### src/rtl/sfx_pkg.sv
package sfx_pkg;

   localparam int unsigned DEF_TAG_BITS    = 16;
   localparam int unsigned DEF_SLOT_BITS   = 20;
   localparam int unsigned DEF_DATA_SLOTS  = 12;
   localparam int unsigned DEF_SAMPLE_BITS = 16;
   localparam int unsigned DEF_SYNC_LEN    = 16;

   typedef enum logic {
      ST_IDLE = 1'b0,
      ST_RUN  = 1'b1
   } link_state_e;

   function automatic int unsigned frame_len(input int unsigned tag_bits,
                                             input int unsigned slot_bits,
                                             input int unsigned n_slots);
      return tag_bits + slot_bits * n_slots;
   endfunction

endpackage

### src/rtl/sfx_frame_timer.sv
module sfx_frame_timer
   import sfx_pkg::*;
#(
   parameter int unsigned FRAME_BITS = 256,
   parameter int unsigned SYNC_LEN   = 16
) (
   input  logic clk,
   input  logic rst_n,
   input  logic halt_i,
   output logic frame_start_o,
   output logic run_o,
   output logic sync_o
);

   localparam int unsigned   PW       = $clog2(FRAME_BITS);
   localparam logic [PW-1:0] LAST_POS = PW'(FRAME_BITS - 1);
   localparam logic [PW-1:0] SYNC_END = PW'(SYNC_LEN);

   if (SYNC_LEN == 0 || SYNC_LEN >= FRAME_BITS) begin : g_bad_sync
      $error("sfx_frame_timer: SYNC_LEN must lie inside the frame");
   end
   if (FRAME_BITS < 2) begin : g_bad_frame
      $error("sfx_frame_timer: FRAME_BITS too small");
   end

   link_state_e   state_q;
   logic [PW-1:0] pos_q;
   logic          at_last;

   assign at_last       = (pos_q == LAST_POS);
   assign frame_start_o = rst_n && at_last && !halt_i;
   assign run_o         = (state_q == ST_RUN);
   assign sync_o        = run_o && (pos_q < SYNC_END);

   always_ff @(posedge clk) begin
      if (!rst_n) begin
         state_q <= ST_IDLE;
         pos_q   <= LAST_POS;
      end else if (at_last) begin
         if (halt_i) begin
            state_q <= ST_IDLE;
         end else begin
            state_q <= ST_RUN;
            pos_q   <= '0;
         end
      end else begin
         pos_q <= pos_q + 1'b1;
      end
   end

   AST_START_THEN_SYNC: assert property (@(posedge clk) disable iff (!rst_n)
      frame_start_o |=> sync_o);

   AST_SYNC_LOW_AFTER_TAG: assert property (@(posedge clk) disable iff (!rst_n)
      (run_o && pos_q == SYNC_END - 1'b1) |=> !sync_o);

   AST_HALT_STOPS: assert property (@(posedge clk) disable iff (!rst_n)
      (at_last && halt_i) |=> (!sync_o && !run_o));

endmodule

### src/rtl/sfx_frame_pack.sv
module sfx_frame_pack
   import sfx_pkg::*;
#(
   parameter int unsigned TAG_BITS   = 16,
   parameter int unsigned SLOT_BITS  = 20,
   parameter int unsigned DATA_SLOTS = 12,
   localparam int unsigned FRAME_BITS = frame_len(TAG_BITS, SLOT_BITS, DATA_SLOTS)
) (
   input  logic [DATA_SLOTS-1:0]                slot_vld_i,
   input  logic [DATA_SLOTS-1:0][SLOT_BITS-1:0] slot_data_i,
   output logic [FRAME_BITS-1:0]                frame_o
);

   localparam int unsigned RSV_BITS = TAG_BITS - 1 - DATA_SLOTS;
   localparam int unsigned DATA_TOP = FRAME_BITS - TAG_BITS - 1;

   if (TAG_BITS < DATA_SLOTS + 1) begin : g_bad_tag
      $error("sfx_frame_pack: tag slot too narrow for the slot count");
   end

   logic [TAG_BITS-1:0] tag;

   assign tag[TAG_BITS-1] = |slot_vld_i;

   for (genvar k = 0; k < DATA_SLOTS; k++) begin : g_slot
      assign tag[TAG_BITS-2-k] = slot_vld_i[k];
      assign frame_o[DATA_TOP - k*SLOT_BITS -: SLOT_BITS] =
         slot_vld_i[k] ? slot_data_i[k] : '0;
   end

   if (RSV_BITS > 0) begin : g_rsv
      assign tag[RSV_BITS-1:0] = '0;
   end

   assign frame_o[FRAME_BITS-1 -: TAG_BITS] = tag;

endmodule

### src/rtl/sfx_shift_out.sv
module sfx_shift_out #(
   parameter int unsigned FRAME_BITS = 256
) (
   input  logic                  clk,
   input  logic                  rst_n,
   input  logic                  load_i,
   input  logic                  run_i,
   input  logic [FRAME_BITS-1:0] frame_i,
   output logic                  sdata_o
);

   logic [FRAME_BITS-1:0] sr_q;

   always_ff @(posedge clk) begin
      if (!rst_n) begin
         sr_q <= '0;
      end else if (load_i) begin
         sr_q <= frame_i;
      end else begin
         sr_q <= {sr_q[FRAME_BITS-2:0], 1'b0};
      end
   end

   assign sdata_o = run_i & sr_q[FRAME_BITS-1];

   AST_LOAD_FIRST_BIT: assert property (@(posedge clk) disable iff (!rst_n)
      load_i |=> (sdata_o == $past(frame_i[FRAME_BITS-1])));

endmodule

### src/rtl/serial_frame_tx.sv
module serial_frame_tx
   import sfx_pkg::*;
#(
   parameter int unsigned TAG_BITS    = DEF_TAG_BITS,
   parameter int unsigned SLOT_BITS   = DEF_SLOT_BITS,
   parameter int unsigned DATA_SLOTS  = DEF_DATA_SLOTS,
   parameter int unsigned SAMPLE_BITS = DEF_SAMPLE_BITS,
   parameter int unsigned SYNC_LEN    = DEF_SYNC_LEN
) (
   input  logic                   clk,
   input  logic                   rst_n,
   input  logic                   halt_i,
   input  logic [SLOT_BITS-1:0]   cmd_addr_i,
   input  logic                   cmd_addr_vld_i,
   input  logic [SLOT_BITS-1:0]   cmd_data_i,
   input  logic                   cmd_data_vld_i,
   input  logic [SAMPLE_BITS-1:0] pcm_left_i,
   input  logic                   pcm_left_vld_i,
   input  logic [SAMPLE_BITS-1:0] pcm_right_i,
   input  logic                   pcm_right_vld_i,
   output logic                   frame_start_o,
   output logic                   sync_o,
   output logic                   sdata_o
);

   localparam int unsigned FRAME_BITS = frame_len(TAG_BITS, SLOT_BITS, DATA_SLOTS);
   localparam int unsigned PAD_BITS   = SLOT_BITS - SAMPLE_BITS;

   if (SAMPLE_BITS > SLOT_BITS) begin : g_bad_sample
      $error("serial_frame_tx: sample wider than a slot");
   end
   if (DATA_SLOTS < 4) begin : g_bad_slots
      $error("serial_frame_tx: at least four data slots are needed");
   end

   logic [SLOT_BITS-1:0]                left_word;
   logic [SLOT_BITS-1:0]                right_word;
   logic [DATA_SLOTS-1:0]               slot_vld;
   logic [DATA_SLOTS-1:0][SLOT_BITS-1:0] slot_data;
   logic [FRAME_BITS-1:0]               frame_word;
   logic                                run;
   logic                                any_vld;

   if (PAD_BITS == 0) begin : g_pcm_full
      assign left_word  = pcm_left_i;
      assign right_word = pcm_right_i;
   end else begin : g_pcm_pad
      assign left_word  = {pcm_left_i,  {PAD_BITS{1'b0}}};
      assign right_word = {pcm_right_i, {PAD_BITS{1'b0}}};
   end

   always_comb begin
      slot_vld     = '0;
      slot_data    = '0;
      slot_vld[0]  = cmd_addr_vld_i;
      slot_data[0] = cmd_addr_i;
      slot_vld[1]  = cmd_data_vld_i;
      slot_data[1] = cmd_data_i;
      slot_vld[2]  = pcm_left_vld_i;
      slot_data[2] = left_word;
      slot_vld[3]  = pcm_right_vld_i;
      slot_data[3] = right_word;
   end

   assign any_vld = cmd_addr_vld_i | cmd_data_vld_i | pcm_left_vld_i | pcm_right_vld_i;

   sfx_frame_timer #(
      .FRAME_BITS (FRAME_BITS),
      .SYNC_LEN   (SYNC_LEN)
   ) u_timer (
      .clk           (clk),
      .rst_n         (rst_n),
      .halt_i        (halt_i),
      .frame_start_o (frame_start_o),
      .run_o         (run),
      .sync_o        (sync_o)
   );

   sfx_frame_pack #(
      .TAG_BITS   (TAG_BITS),
      .SLOT_BITS  (SLOT_BITS),
      .DATA_SLOTS (DATA_SLOTS)
   ) u_pack (
      .slot_vld_i  (slot_vld),
      .slot_data_i (slot_data),
      .frame_o     (frame_word)
   );

   sfx_shift_out #(
      .FRAME_BITS (FRAME_BITS)
   ) u_shift (
      .clk     (clk),
      .rst_n   (rst_n),
      .load_i  (frame_start_o),
      .run_i   (run),
      .frame_i (frame_word),
      .sdata_o (sdata_o)
   );

   AST_TAG_FRAME_VALID: assert property (@(posedge clk) disable iff (!rst_n)
      frame_start_o |=> (sdata_o == $past(any_vld)));

   AST_QUIET_OUTSIDE_FRAME: assert property (@(posedge clk) disable iff (!rst_n)
      !run |-> (!sdata_o && !sync_o));

endmodule

### config.mk
export PLATFORM = sky130hd
export DESIGN_NAME = serial_frame_tx
export DESIGN_NICKNAME = d
export VERILOG_FILES = /design/src/rtl/sfx_pkg.sv /design/src/rtl/sfx_frame_timer.sv /design/src/rtl/sfx_frame_pack.sv /design/src/rtl/sfx_shift_out.sv /design/src/rtl/serial_frame_tx.sv
export SDC_FILE = /design/constraint.sdc
export NUM_CORES = 1
export LEC_CHECK = 0
export CAP_MARGIN = 20
export CORE_AREA = 4 4 189 118
export DETAILED_ROUTE_END_ITERATION = 12
export DIE_AREA = 0 0 193 122
export PLACE_DENSITY = 0.86
export SLEW_MARGIN = 5
export SYNTH_ARGS = -nofsm -noshare
export SYNTH_HDL_FRONTEND = slang
export SYNTH_HIERARCHICAL = 1
export SYNTH_SLANG_ARGS = --single-unit
export TNS_END_PERCENT = 10
### constraint.sdc
create_clock -name clk -period 2.5 [get_ports clk]
set_input_delay 0.5 -clock clk [delete_from_list [all_inputs] [get_ports clk]]
set_output_delay 0.5 -clock clk [all_outputs]
set_load 0.02 [all_outputs]
==> results.py, run 1 <==
metrics = {
    "status": {
        "status": "completed",
    },
    "yosys": {
        "async_flop_share_pct": 0,
        "synth_top_area_cell": "dfxtp_1",
        "synth_seq_area_share_pct": 43.6,
        "synth-seq-cells": 265,
        "synth_top_cells_by_count": "265 x dfxtp_1, 255 x mux2i_1, 255 x nor2b_1",
        "synth_edf_count": 0,
        "synth.avg_cell_area_um2": 10.4,
        "yosysWarnings": 6,
        "synth.most_common_cell": "dfxtp_1",
        "synth_cell_type_count": 40,
        "synth_cells": 1166,
        "synth_top_flop_cell": "dfxtp_1",
        "synth_area_leaders": "dfxtp_1 44%, mux2i_1 21%, nor2b_1 13%, and2_1 12%, buf_12 4.3%",
        "syn_area_mm2": 0.0122,
        "netlist.area_leader.share_pct": 43.6,
    },
    "setup_path": {
        "cp_cell_sequence": "ha_1 > nand3_1 > nor2_1 > and3b_4 > buf_12 > buf_4 > mux2i_1 > nor2b_1",
        "crit_arrival_ns": 2.78,
        "critPathLaunchType": "flip-flop",
        "path_class": "flip-flop to flip-flop",
        "slowest_delay_ns": 0.41,
        "end_kind": "flip-flop",
        "cp.required_ns": 2.90,
        "r2r.worst_path.cells": 8,
        "slowest_stage": "dfxtp_1",
        "cp_max_fo": 48,
    },
    "timing": {
        "setup_viol": 0,
        "fin_crit_ns": 2.38,
        "period_share_pct": 95.3,
        "tightest_slew_ns": 0.859,
        "whs_ns": 0.483,
        "hold_violations": 0,
        "fin_skew_ns": 0.0119,
        "grt_setup_unrepaired": "no",
        "setup_tns_ns": 0,
        "final_max_slew_viol_count": 0,
        "slew_headroom_pct": 42.7,
        "fmax_mhz": 420,
    },
    "clocking": {
        "cts_sinks": 265,
        "holdBufCountCts": 0,
        "post_cts_buffers": 0,
        "htree_levels": 1,
        "cts_inserted_buffers": 24,
        "cts_root_buffer": "clkbuf_16",
        "clock_latency_ns": 0.51,
        "cts_tree": "yes",
        "cts_buffer_depth": 3,
        "path_clk_slew_ns": 0.07,
    },
    "final_layout": {
        "fin_cells": 1693,
        "regArea_mm2": 0.00531,
        "fin_nets": 1477,
        "area_growth_pct": 16.8,
        "drive_gt1_share_pct": 4.81,
        "n_fill_cell": 1564,
        "multi_input_area_mm2": 0.00672,
        "n_antenna_cell": 0,
        "fin_area_mm2": 0.0142,
    },
    "worst_hold_path": {
        "hold_path.class": "flip-flop to flip-flop",
        "hold_depth": 2,
    },
    "route": {
        "firstDrtPassIters": 4,
        "num_vias": 7580,
        "wl_per_cell_um": 12.1,
        "via_per_inst": 4.48,
        "ant_nets": 0,
        "remaining_drc_errors": 0,
        "wl_um": 20500,
        "drt_iter0_drc": 398,
    },
    "die": {
        "core-area_mm2": 0.0206,
        "rows": 41,
        "fp.dieH_um": 122,
        "io_pins": 82,
        "design.die.area_mm2": 0.0235,
        "die_w_um": 193,
        "initial_core_util_pct": 59.2,
    },
    "power": {
        "p_leak_nw": 5.10,
        "peakVddDrop_mv": 0.699,
        "power_density_mw_per_mm2": 716,
        "power_w": 0.0102,
    },
    "placed_design": {
        "place_area_mm2": 0.0134,
        "dp_hpwl_um": 12600,
        "port_buffers": 81,
        "routabilityCongestion": 0.772,
        "dp_cells": 1650,
    },
    "global_routing": {
        "antenna_found_initial": 0,
        "grt.met1_usage_pct": 24.8,
        "grt_pass1_wl_um": 34200,
        "grt_max_degree": 266,
        "grt_use_met2_pct": 27.2,
        "grt-busiest-layer": "met2",
        "overflow": 0,
        "grt_pass1_vias": 7427,
        "grt_use_total_pct": 17.1,
        "use_met3_pct": 3.12,
    },
    "flow_run": {
        "maxCapViolCount": 0,
    },
}
==> flip-flops by register name (all words and copies together) (netlist names) <==
register,flops
u_timer/run_o,1
u_shift/sr_q,256
u_timer/pos_q,8
==> power breakdown <==
part / internal [W] / switching [W] / total, W
Clock: 0.00214 / 0.00157 / 0.00372
Combinational: 0.000930 / 0.000892 / 0.00182
Sequential: 0.00449 / 0.000155 / 0.00464
==> per-layer routing <==
metal / share of wire (%) / vias up
met5: 0 / -
met4: 1.4 / 0
met3: 3.2 / 29
met2: 44 / 93
met1: 51 / 3435
li1: - / 4023
==> final timing paths <==
| kind | startpoint | to | slack (ns) |
|---|---|---|---|
| worst max register to register | u_timer/pos_q[1] | u_shift/sr_q[154] | 0.12 |
| worst min register to register | u_shift/sr_q[54] | u_shift/sr_q[55] | 0.48 |
| worst min-delay path | u_shift/sr_q[54] | u_shift/sr_q[55] | 0.48 |
| worst max-delay path | u_timer/pos_q[1] | u_shift/sr_q[154] | 0.12 |
==> final cells by class <==
cell class	instances	share of cell area [%]
Inverter	2	0.0528
Clock inverter	8	0.510
Multi-Input combinational cell	1002	47.2
Tap cell	279	2.45
Sequential cell	265	37.3
Clock buffer	35	5.15
Timing Repair Buffer	102	7.31
==> metrics by stage <==
step,utilization (%),setup WS (ns)
after floorplan,-,0.422
after global placement,65.3,0.127
after detailed placement,65.3,0.0668
after CTS,69.2,0.0274
after global routing,69.2,0.00925
final,69.2,0.117
==> worst max-delay path, delay by kind of cell, from the launching register on <==
family                   cells  cell delay (ns)
buffers and inverters        2             0.69
AND/OR/NAND/NOR              4             0.62
flip-flops                   1             0.41
adder cells (fa/ha/maj)      1             0.21
multiplexers                 1             0.29
==> cell families after synthesis <==
family / count (synthesis) / synth area share, %
other: 2 / 0.0617
AND/OR/NAND/NOR: 527 / 26.9
buffers and inverters: 100 / 7.50
AO/OA/AOI/OAI: 16 / 0.894
multiplexers: 255 / 21.0
adder cells (fa/ha/maj): 1 / 0.103
flip-flops: 265 / 43.6
==> layout by cell type (no fill, tap or decap), types with 7 or more instances in the layout <==
cell and n:
nand3_1 7, and2_1 241, buf_4 15, conb_1 203, clkbuf_16 25, clkbuf_8 7
clkdlybuf4s50_1 79, dfxtp_1 264, nor2b_1 255, mux2i_1 255
==> what timing repair did <==
action | in CTS | in global routing
setup endpoints to repair | 1 | 1
hold endpoints to repair | 0 | 0
resized for setup | 3 | 1
pin swaps | 0 | 0
No activity file was read; power rests on OpenSTA's default activity.
==> run 2: changes to the inputs <==
- SKIP_CTS_REPAIR_TIMING: not set -> 1
==> run 2 against run 1 <==
Critical path depth decreased by 3. Clock skew hardly changed. Via count is essentially flat. Die area is the same. Combinational power about the same. Worst setup slack worse by 0.0041 ns. Utilization increased by 0.055 points. Sequential power about the same. Flip-flop and latch count unchanged. First-iteration DRC count increased by 1.3%. Clock-buffer cell count unchanged. Power about the same. Critical endpoint is now frame_start_o. Largest power group unchanged.
==> results.py, run 2 (same netlist as run 1, synthesis figures left out) <==
metrics = {
    "status": {
        "status": "completed",
    },
    "final_layout": {
        "area_growth_pct": 16.9,
        "mostFrequentLayoutCell": "dfxtp_1",
        "fin_nets": 1477,
        "drive_gt1_share_pct": 4.74,
        "regMostFlops": "u_shift/sr_q",
        "n_antenna_cell": 0,
        "largest_reg_flops": 256,
        "layout_common_cells": "264 x dfxtp_1, 255 x mux2i_1, 255 x nor2b_1",
        "fin_cells": 1693,
    },
    "timing": {
        "fin_crit_ns": 2.39,
        "hold_violations": 0,
        "layout_setup_ws_ns": 0.112,
        "period_share_pct": 95.5,
        "fmax_mhz": 419,
        "fin_skew_ns": 0.0119,
        "whs_ns": 0.483,
        "setup_viol": 0,
        "grt_setup_unrepaired": "no",
        "tightest_slew_ns": 0.859,
        "slew_headroom_pct": 42.7,
        "final_max_slew_viol_count": 0,
    },
    "power": {
        "p_comb_share_pct": 17.9,
        "switching_share_pct": 25.7,
        "clockPowerShare_pct": 36.5,
        "p_seq_share_pct": 45.6,
        "p_switching_w": 0.00262,
        "power_density_mw_per_mm2": 715,
        "peakVddDrop_mv": 0.701,
        "internal_power_w": 0.00757,
        "p_leak_nw": 5.12,
    },
    "route": {
        "via_per_inst": 4.48,
        "wl_per_cell_um": 12.1,
        "wl_um": 20500,
        "num_vias": 7584,
        "remaining_drc_errors": 0,
        "ant_nets": 0,
        "firstDrtPassIters": 4,
        "drt_iter0_drc": 403,
    },
    "placed_design": {
        "dp_cells": 1650,
        "port_buffers": 81,
        "routabilityCongestion": 0.772,
        "dp_hpwl_um": 12600,
        "preCtsSetupSlack_ns": 0.0668,
    },
    "die": {
        "rows": 41,
        "die_w_um": 193,
        "initial_core_util_pct": 59.2,
        "io_pins": 82,
        "core-area_mm2": 0.0206,
        "fp.dieH_um": 122,
        "design.die.area_mm2": 0.0235,
    },
    "setup_path": {
        "cp_cell_sequence": "ha_1 > nand3_1 > nor2_1 > and3b_4 > dlymetal6s2s_1",
        "r2r.worst_path.cells": 8,
        "end_kind": "primary output",
        "critPathLaunchType": "flip-flop",
        "r2r_start": "u_timer/pos_q[1]",
        "critical_path.startpoint": "u_timer/pos_q[1]",
        "cp_max_fo": 5,
        "crit_arrival_ns": 1.89,
        "path_class": "flip-flop to primary output",
        "cp-endpoint": "frame_start_o",
        "r2r_slack_ns": 0.16,
        "r2r_end": "u_shift/sr_q[56]",
        "slowest_delay_ns": 0.41,
        "cp.required_ns": 2.00,
        "slowest_stage": "dfxtp_1",
    },
    "global_routing": {
        "grt_max_degree": 266,
        "grt_use_total_pct": 17.1,
        "grt_use_met2_pct": 27.2,
        "overflow": 0,
        "grt_pass1_vias": 7427,
        "grt-busiest-layer": "met2",
        "antenna_found_initial": 0,
        "grt.met1_usage_pct": 24.8,
        "grt_pass1_wl_um": 34200,
        "use_met3_pct": 3.12,
    },
    "clocking": {
        "cts_root_buffer": "clkbuf_16",
        "clock_latency_ns": 0.51,
        "cts_buffer_depth": 3,
        "cts_tree": "yes",
        "path_clk_slew_ns": 0.07,
        "cts_sinks": 265,
        "htree_levels": 1,
        "cts_inserted_buffers": 24,
    },
    "worst_hold_path": {
        "hold_path.class": "flip-flop to flip-flop",
    },
    "flow_run": {
        "maxCapViolCount": 0,
    },
}
==> run 2: area by class of cell <==
class / count / area, um^2
multi-input combinational: 1002 / 6720
fill: 1561 / 6330
sequential: 265 / 5310
timing repair buffer: 102 / 1050
clock buffer: 35 / 733
tap: 279 / 349
clock inverter: 8 / 72.6
inverter: 2 / 7.51
==> run 2: metrics by stage <==
step	instance area (um^2)	power (W)	TNS (ns)	util [%]
3_3_place_gp	13400	0.00647	0	65.3
2_1_floorplan	12900	0.00637	0	-
6_report	14200	0.0102	0	69.2
5_1_grt	14200	0.0107	0	69.2
3_5_place_dp	13400	0.00651	0	65.3
4_1_cts	14200	0.0102	-0.327	69.2
==> run 2: metal layers <==
layer | part of all wire [%] | wire (um) | vias up
li1 | - | - | 4023
met1 | 51 | 10500 | 3439
met2 | 44 | 9010 | 93
met3 | 3.3 | 674 | 29
met4 | 1.4 | 293 | 0
met5 | 0 | 0 | -
==> run 2: worst min-delay path by stage <==
| stage | from | endpoint | slack (ns) | depth (start not counted) |
|---|---|---|---|---|
| after floorplan | u_shift/sr_q[99] | u_shift/sr_q[100] | 0.46 | 2 |
| after global placement | u_shift/sr_q[35] | u_shift/sr_q[36] | 0.46 | 2 |
| after detailed placement | u_shift/sr_q[103] | u_shift/sr_q[104] | 0.47 | 2 |
| after CTS | u_shift/sr_q[206] | u_shift/sr_q[207] | 0.49 | 2 |
| after global routing | u_shift/sr_q[102] | u_shift/sr_q[103] | 0.50 | 2 |
| final | u_shift/sr_q[54] | u_shift/sr_q[55] | 0.48 | 2 |
==> run 2: worst max-delay path: cells and delay by family (launching register included) <==
family        cells  cell delay (ns)
simple gates      3             0.55
buf+inv           1             0.22
flops             1             0.41
fa+ha+maj         1             0.21
==> run 2: power groups by stage <==
stage	sequential, W	combinational, W	clock (W)
global placement	0.00472	0.00175	0
global route	0.00467	0.00200	0.00400
CTS	0.00464	0.00180	0.00381
finish	0.00464	0.00183	0.00372
floorplan	0.00467	0.00170	0
detailed placement	0.00473	0.00179	0
==> run 3: changes to the inputs <==
- REMOVE_ABC_BUFFERS: not set -> 1
==> run 3 against run 2 <==
Fmax rose by 1.3%. Hold slack got worse by 0.0049 ns. First-iteration DRC count fell by 13%. Critical endpoint is now u_shift/sr_q[168]. Largest power group unchanged.
==> results.py, run 3 (same netlist as run 1, synthesis figures left out) <==
metrics = {
    "global_routing": {
        "grt_pass1_wl_um": 33400,
        "antenna_found_initial": 0,
        "grt_pass1_vias": 7249,
        "grt_use_total_pct": 16.7,
        "overflow": 0,
        "grt_max_degree": 197,
    },
    "clocking": {
        "cts_buffer_depth": 3,
        "cts_inserted_buffers": 24,
        "path_clk_slew_ns": 0.07,
        "clock_latency_ns": 0.50,
        "cts_sinks": 265,
        "cts_root_buffer": "clkbuf_16",
        "cts_tree": "yes",
        "htree_levels": 1,
    },
    "setup_path": {
        "path_delay_family": "buffers and inverters",
        "path_class": "flip-flop to flip-flop",
        "crit_top_cell": "buf_4",
        "slowest_stage": "dfxtp_1",
        "end_kind": "flip-flop",
        "r2r_end": "u_shift/sr_q[168]",
        "cp_cell_sequence": "ha_1 > nand3_1 > nor2_2 > and3b_4 > buf_4 > buf_12 > buf_4 > mux2i_1 > nor2b_1",
        "slowest_delay_ns": 0.39,
        "r2r_start": "u_timer/pos_q[1]",
        "critPathLaunchType": "flip-flop",
        "cp_num_buf_inv": 3,
        "cp_max_fo": 25,
        "r2r_slack_ns": 0.14,
        "cp.required_ns": 2.88,
        "crit_arrival_ns": 2.74,
        "r2r.worst_path.cells": 9,
    },
    "final_layout": {
        "area_growth_pct": 16.4,
        "drive_gt1_share_pct": 4.67,
        "n_antenna_cell": 0,
        "fin_util_pct": 68.9,
        "fin_area_mm2": 0.0142,
        "largest_reg_flops": 256,
        "fin_cells": 1691,
        "regMostFlops": "u_shift/sr_q",
        "fin_nets": 1475,
        "mostFrequentLayoutCell": "dfxtp_1",
        "layout_common_cells": "264 x dfxtp_1, 255 x mux2i_1, 255 x nor2b_1",
    },
    "placed_design": {
        "dp_cells": 1648,
        "dp_hpwl_um": 12500,
        "port_buffers": 81,
        "preCtsSetupSlack_ns": 0.0986,
        "routabilityCongestion": 0.794,
        "place_area_mm2": 0.0134,
    },
    "die": {
        "die_w_um": 193,
        "design.die.area_mm2": 0.0235,
        "initial_core_util_pct": 59.2,
        "fp.dieH_um": 122,
        "io_pins": 82,
        "core-area_mm2": 0.0206,
        "rows": 41,
    },
    "worst_hold_path": {
        "hold_depth": 2,
        "min_to": "u_shift/sr_q[43]",
        "min_from": "u_shift/sr_q[42]",
        "hold_path.class": "flip-flop to flip-flop",
    },
    "timing": {
        "period_share_pct": 94.3,
        "layout_setup_ws_ns": 0.143,
        "final_max_slew_viol_count": 0,
        "tightest_slew_ns": 0.711,
        "fmax_mhz": 424,
        "setup_viol": 0,
        "grt_setup_unrepaired": "no",
        "fin_skew_ns": 0.0118,
        "hold_violations": 0,
        "fin_crit_ns": 2.36,
        "slew_headroom_pct": 52.6,
    },
    "power": {
        "power_density_mw_per_mm2": 714,
        "peakVddDrop_mv": 0.508,
        "p_leak_nw": 5.08,
    },
    "route": {
        "via_per_inst": 4.44,
        "wl_um": 20200,
        "wl_per_cell_um": 11.9,
        "drt_iter0_drc": 351,
        "ant_nets": 0,
        "firstDrtPassIters": 4,
        "num_vias": 7501,
        "remaining_drc_errors": 0,
    },
    "status": {
        "status": "completed",
    },
    "flow_run": {
        "maxCapViolCount": 0,
    },
}
==> run 3: cell types whose count changed in the layout (fill, tap and decap cells not counted), sizes merged <==
| cell | previous run | this run |
|---|---|---|
| clkbuf | 35 | 33 |
| clkinv | 6 | 8 |
| buf | 22 | 20 |
| bufinv | 1 | 2 |
| dlymetal6s2s | 1 | 0 |
==> run 3: worst max-delay path by stage <==
| stage | slack, ns | end | depth (start not counted) | from |
|---|---|---|---|---|
| 2_1_floorplan | -7.72 | u_shift/sr_q[100] | 6 | u_timer/pos_q[0] |
| 3_3_place_gp | 0.10 | u_shift/sr_q[189] | 7 | halt_i |
| 3_5_place_dp | 0.1 | u_shift/sr_q[45] | 6 | halt_i |
| 4_1_cts | -0.32 | frame_start_o | 5 | u_timer/pos_q[0] |
| 5_1_grt | 0.004 | u_shift/sr_q[112] | 8 | u_timer/pos_q[1] |
| 6_report | 0.14 | u_shift/sr_q[168] | 9 | u_timer/pos_q[1] |
==> run 3: report_power, final <==
part,internal [W],switching [W]
logic,0.000917,0.000896
registers,0.00449,0.000151
clock network,0.00213,0.00155
total,0.00753,0.00259
==> run 3: through the flow <==
stage / total power (W) / hold WS, ns / setup TNS (ns)
after floorplan: 0.00647 / 0.459 / -1975.55
after global placement: 0.00646 / 0.462 / 0
after detailed placement: 0.00649 / 0.469 / 0
after CTS: 0.0102 / 0.485 / -0.315
after global routing: 0.0106 / 0.500 / 0
final: 0.0101 / 0.478 / 0
==> run 3: area by class of cell <==
cell class,count,area (um^2)
multi-input combinational,1002,6720
sequential,265,5310
fill,1542,6390
clock inverter,11,109
clock buffer,32,682
timing repair buffer,100,1000
tap,279,349
inverter,2,7.51
==> run 3: per-layer routing <==
layer  wire length (um)  global-route usage [%]  vias to the layer above
met5                  0                       0                        -
met4                333                    3.80                        0
met3                596                    2.89                       30
met2               8870                    25.9                       81
met1              10400                    24.5                     3372
li1                   -                       -                     4018
==> run 3: worst min-delay path, delay by kind of cell (launching register included) <==
family / cells / cell delay, ns
flops: 1 / 0.31
mux: 1 / 0.06
simple gates: 1 / 0.09
